### config.mk
export PLATFORM = sky130hd
export DESIGN_NAME = apd_ctrl
export DESIGN_NICKNAME = d
export VERILOG_FILES = /design/src/rtl/apd_pkg.sv /design/src/rtl/apd_edge_sync.sv /design/src/rtl/apd_regs.sv /design/src/rtl/apd_idle_timer.sv /design/src/rtl/apd_ctrl.sv
export SDC_FILE = /design/constraint.sdc
export NUM_CORES = 1
export LEC_CHECK = 0
export BUFFER_PORTS_ARGS = -buffer_cell sky130_fd_sc_hd__buf_2
export CORE_MARGIN = 1
export CORE_UTILIZATION = 40
export DETAILED_ROUTE_END_ITERATION = 10
export PLACE_DENSITY = 0.68
export SLEW_MARGIN = 40
export SYNTH_ARGS = -nofsm -noshare
export SYNTH_HDL_FRONTEND = slang
export SYNTH_SLANG_ARGS = --single-unit
### constraint.sdc
create_clock -name clk -period 1.37 [get_ports clk]
set_input_delay 0.2055 -clock clk [delete_from_list [all_inputs] [get_ports clk]]
set_output_delay 0.2055 -clock clk [all_outputs]
set_load 0.01 [all_outputs]
### src/rtl/apd_pkg.sv
package apd_pkg;
  localparam int ADDR_W    = 2;
  localparam int DATA_W    = 8;
  localparam int GATE_W    = 7;
  localparam logic [ADDR_W-1:0] CTRL_ADDR = 2'd0;
  localparam logic [ADDR_W-1:0] GATE_ADDR = 2'd2;
  localparam int EN_BIT    = 1;
  localparam int CTRL_G_LO = 4;
  localparam int CTRL_G_N  = 2;
  localparam int GATE_G_LO = 2;
  localparam int GATE_G_N  = 5;

  typedef struct packed {
    logic                en;
    logic [CTRL_G_N-1:0] gsel;
  } ctrl_reg_t;
endpackage

### src/rtl/apd_edge_sync.sv
module apd_edge_sync #(
  parameter int STAGES = 2
) (
  input  logic clk,
  input  logic rst,
  input  logic din,
  output logic edge_det
);
  logic [STAGES:0] sh;

  always_ff @(posedge clk) begin
    if (rst) sh <= '0;
    else     sh <= {sh[STAGES-1:0], din};
  end

  assign edge_det = sh[STAGES] ^ sh[STAGES-1];
endmodule

### src/rtl/apd_regs.sv
module apd_regs
  import apd_pkg::*;
(
  input  logic              clk,
  input  logic              rst,
  input  logic              we,
  input  logic [ADDR_W-1:0] addr,
  input  logic [DATA_W-1:0] wdata,
  output logic              en_q,
  output logic              en_nxt,
  output logic [GATE_W-1:0] sel
);
  ctrl_reg_t            ctrl_q;
  logic [GATE_G_N-1:0]  gate_q;
  logic                 ctrl_hit;
  logic                 gate_hit;
  logic                 unused_bits;

  assign ctrl_hit = we && (addr == CTRL_ADDR);
  assign gate_hit = we && (addr == GATE_ADDR);

  always_ff @(posedge clk) begin
    if (rst) begin
      ctrl_q <= '0;
      gate_q <= '0;
    end else begin
      if (ctrl_hit) begin
        ctrl_q.en   <= wdata[EN_BIT];
        ctrl_q.gsel <= wdata[CTRL_G_LO +: CTRL_G_N];
      end
      if (gate_hit) gate_q <= wdata[GATE_G_LO +: GATE_G_N];
    end
  end

  assign en_q        = ctrl_q.en;
  assign en_nxt      = ctrl_hit ? wdata[EN_BIT] : ctrl_q.en;
  assign sel         = {gate_q, ctrl_q.gsel};
  assign unused_bits = ^{wdata[DATA_W-1], wdata[3:2], wdata[0]};
endmodule

### src/rtl/apd_idle_timer.sv
module apd_idle_timer #(
  parameter int IDLE_LIMIT = 15,
  parameter int N_COPIES   = 4,
  localparam int CNT_W     = $clog2(IDLE_LIMIT + 1)
) (
  input  logic                clk,
  input  logic                rst,
  input  logic                en_nxt,
  input  logic                wake,
  output logic [CNT_W-1:0]    cnt,
  output logic [N_COPIES-1:0] pdn_q
);
  localparam logic [CNT_W-1:0] LIMIT = CNT_W'(IDLE_LIMIT);

  logic at_limit;
  logic pdn_nxt;

  assign at_limit = (cnt == LIMIT);
  assign pdn_nxt  = en_nxt && !wake && (pdn_q[0] || at_limit);

  always_ff @(posedge clk) begin
    if (rst)                 cnt <= '0;
    else if (!en_nxt || wake) cnt <= '0;
    else if (!at_limit)      cnt <= cnt + 1'b1;
  end

  for (genvar i = 0; i < N_COPIES; i++) begin : g_copy
    always_ff @(posedge clk) begin
      if (rst) pdn_q[i] <= 1'b0;
      else     pdn_q[i] <= pdn_nxt;
    end
  end
endmodule

### src/rtl/apd_ctrl.sv
module apd_ctrl
  import apd_pkg::*;
#(
  parameter int IDLE_LIMIT  = 15,
  parameter int SYNC_STAGES = 2
) (
  input  logic              clk,
  input  logic              rst,
  input  logic              strobe,
  input  logic              cs_n,
  input  logic              reg_we,
  input  logic [ADDR_W-1:0] reg_addr,
  input  logic [DATA_W-1:0] reg_wdata,
  output logic              pdn,
  output logic              bus_block,
  output logic              mem_standby,
  output logic              periph_hiz,
  output logic [GATE_W-1:0] gate_mask
);
  localparam int CNT_W = $clog2(IDLE_LIMIT + 1);

  logic              edge_det;
  logic              en_q;
  logic              en_nxt;
  logic [GATE_W-1:0] sel;
  logic              wake;
  logic [CNT_W-1:0]  cnt;
  logic [3:0]        pdn_q;

  apd_edge_sync #(.STAGES(SYNC_STAGES)) u_sync (
    .clk(clk), .rst(rst), .din(strobe), .edge_det(edge_det)
  );

  apd_regs u_regs (
    .clk(clk), .rst(rst), .we(reg_we), .addr(reg_addr), .wdata(reg_wdata),
    .en_q(en_q), .en_nxt(en_nxt), .sel(sel)
  );

  assign wake = edge_det || !cs_n;

  apd_idle_timer #(.IDLE_LIMIT(IDLE_LIMIT), .N_COPIES(4)) u_timer (
    .clk(clk), .rst(rst), .en_nxt(en_nxt), .wake(wake),
    .cnt(cnt), .pdn_q(pdn_q)
  );

  assign pdn         = pdn_q[0];
  assign bus_block   = pdn_q[1];
  assign mem_standby = pdn_q[2];
  assign periph_hiz  = pdn_q[3];
  assign gate_mask   = pdn_q[0] ? sel : '0;
endmodule

==> impl_metrics.py <==
metrics = {
    "worst_setup_path": {
        "crit_slowest_cell": "dfxtp_2",
        "path_cells": "and2_1 > buf_2",
        "crit_family": "flip-flops",
        "cp_num_buf_inv": 1,
        "max_stage_delay_ns": 0.43,
        "reg2reg_slack_ns": 0.24,
        "crit_fanout": 12,
        "start_kind": "flip-flop",
        "crit_type": "flip-flop to output pin",
        "end_kind": "output pin",
        "required_ns": 1.16,
        "arrival_ns": 0.99,
    },
    "floorplan": {
        "chipHeight_um": 43.1,
        "die_area_um2": 1850,
        "initial_utilization_pct": 43.8,
        "num_rows": 14,
        "ios": 26,
        "fp.coreArea_um2": 1540,
        "die_w_um": 43.1,
    },
    "routing": {
        "top_layer": "met3",
        "met2_length_um": 552,
        "drtPass1Iterations": 4,
        "drtAntennaViolNets": 0,
        "wl_met3_um": 63,
        "wl_met1_um": 530,
        "totalWireLength_um": 1150,
        "drt_iter0_markers": 3,
        "via_count": 535,
        "drc": 0,
        "wire_per_inst_um": 10.8,
        "viasPerCell": 5.05,
    },
    "finish": {
        "finish.utilization_pct": 52.8,
        "syn_to_final_growth_pct": 20.8,
        "instances_no_fill": 106,
        "n_antenna_cell": 0,
        "drive_gt1_share_pct": 33.3,
        "finalNetCount": 108,
    },
    "grt": {
        "grt_pass1_wl_um": 1930,
        "grt-ovfl-total": 0,
        "first_global_vias": 473,
        "antenna_found_initial": 0,
        "grt_max_degree": 13,
        "grtUsageTotal_pct": 13.9,
    },
    "timing": {
        "setup_tns_ns": 0,
        "fin_hold_ws_ns": 0.136,
        "hold_violations": 0,
        "period_share_pct": 87.0,
        "worst_slack_ns": 0.178,
        "finalSetupViolCount": 0,
        "finalMaxSlewViolations": 0,
        "fin_crit_ns": 1.19,
        "rsz0062_at_grt": "false",
        "fmax_ghz": 0.839,
        "worst_pin_slew_ns": 0.360,
        "fin_worst_skew_ns": 0.00419,
        "maxSlewHeadroom_pct": 76.0,
    },
    "yosys": {
        "yosysUniqueCellTypes": 18,
        "synth.most_common_cell": "dfxtp_1",
        "synthCells": 67,
        "synth_seq_cells": 16,
        "synth_area_per_cell_um2": 10.1,
        "async_flop_share_pct": 0,
        "postSynthNetCount": 83,
        "synth_seq_area_share_pct": 47.5,
        "synth_top_area_cell": "dfxtp_1",
        "synth_edf_count": 0,
        "syn_area_um2": 674,
        "ys_top_cells_by_area": "dfxtp_1 47%, mux2i_1 13%, and2_1 6.5%, nor2b_1 4.6%, nor2_1 3.9%",
        "ys_warn_count": 0,
        "ys.flop_type": "dfxtp_1",
        "netlist.area_leader.share_pct": 47.5,
        "synthTopCellsByCount": "16 x dfxtp_1, 9 x mux2i_1, 7 x and2_1, 7 x nor2_1",
    },
    "placement": {
        "place_worst_setup_slack_ns": 0.177,
        "portBuffers": 23,
        "dp_hpwl_um": 874,
        "place_congestion": 0.617,
        "placedCellCount": 103,
    },
    "clocking": {
        "htreeDepth": 1,
        "clock-root-buffer": "clkbuf_4",
        "post_cts_buffers": 0,
        "cts_tree": "yes",
        "clk_pin_slew_worst_paths_ns": 0.09,
        "clk_latency_ns": 0.28,
        "numCtsBuffers": 3,
        "cts_num_sinks": 16,
        "cts_buffer_depth": 2,
    },
    "hold_path": {
        "min_path_type": "input pin to flip-flop",
    },
    "run": {
        "maxCapViolCount": 0,
    },
    "power": {
        "p_per_area_nw_per_um2": 957,
        "power.leakage_uw": 0.000401,
        "max-vdd-ir-drop_uv": 697,
    },
    "run_status": {
        "status": "finished clean",
    },
}
[metrics by stage]
step / power (µW) / area [µm²]
2_1_floorplan: 525 / 674
3_3_place_gp: 551 / 791
3_5_place_dp: 553 / 791
4_1_cts: 787 / 813
5_1_grt: 819 / 815
6_report: 779 / 815
[cell families (layout without fill, tap and decap cells)]
logic type	count (synthesis)	in the layout	share of synthesized area (%)
fa+ha+maj	1	1	1.85
buf+inv	6	29	5.01
simple gates	30	30	25.8
compound gates	3	3	3.90
flops	16	16	47.5
xor+xnor	2	2	2.60
mux	9	9	13.4
[worst register-to-register path: stages, from the launching register on]
cell	delay (ns)
dfxtp_1	0.38
ha_1	0.25
nand3_1	0.15
xnor2_1	0.16
nor3_1	0.13
[worst paths after layout]
check,depth (start not counted),startpoint,end
min,2,strobe,u_sync.sh[0]
max reg2reg,4,u_timer.cnt[0],u_timer.cnt[0]
max,2,u_timer.pdn_q[0],gate_mask[6]
min reg2reg,1,u_sync.sh[0],u_sync.sh[1]
[power breakdown]
group / internal, µW / switching (µW)
Clock: 102 / 136
Combinational: 31.3 / 28.6
Sequential: 477 / 4.75
[cell usage in the layout, fill, tap and decap left out, drive strengths merged]
cell     synthesis  final
buf              3     24
inv              2      2
a2111oi          1      1
o21ai            1      1
a31oi            1      1
clkbuf           1      3
nor3             5      5
and2             7      7
nand3            2      2
mux2i            9      9
nor2b            5      5
ha               1      1
xnor2            2      2
nand3b           2      2
nor2             7      7
nor3b            1      1
nand2            1      1
dfxtp           16     16
[final cells by class]
class / count / area (µm²)
clock buffers: 3 / 22.5
fillers: 148 / 727
inverters: 2 / 7.51
multi-input cells: 45 / 320
flip-flops and latches: 16 / 322
well taps: 16 / 20.0
repair buffers: 24 / 123
[layer usage]
layer	vias up	global-route usage (%)
met4	0	1.82
met3	0	6.38
li1	269	-
met2	17	23.6
met1	249	16.6
met5	-	0
[flip-flops by register name (all words and copies together) (netlist names)]
name	cells
u_regs.sel	2
u_timer.pdn_q	1
u_timer.cnt	4
u_regs.en_q	1
u_sync.sh	3
u_regs.gate_q	5
[timing repair]
action | CTS | global route
hold buffers | 0 | 0
gates resized for setup | 0 | 1
endpoints found under the setup margin | 0 | 7
No activity file was read; power rests on OpenSTA's default activity.
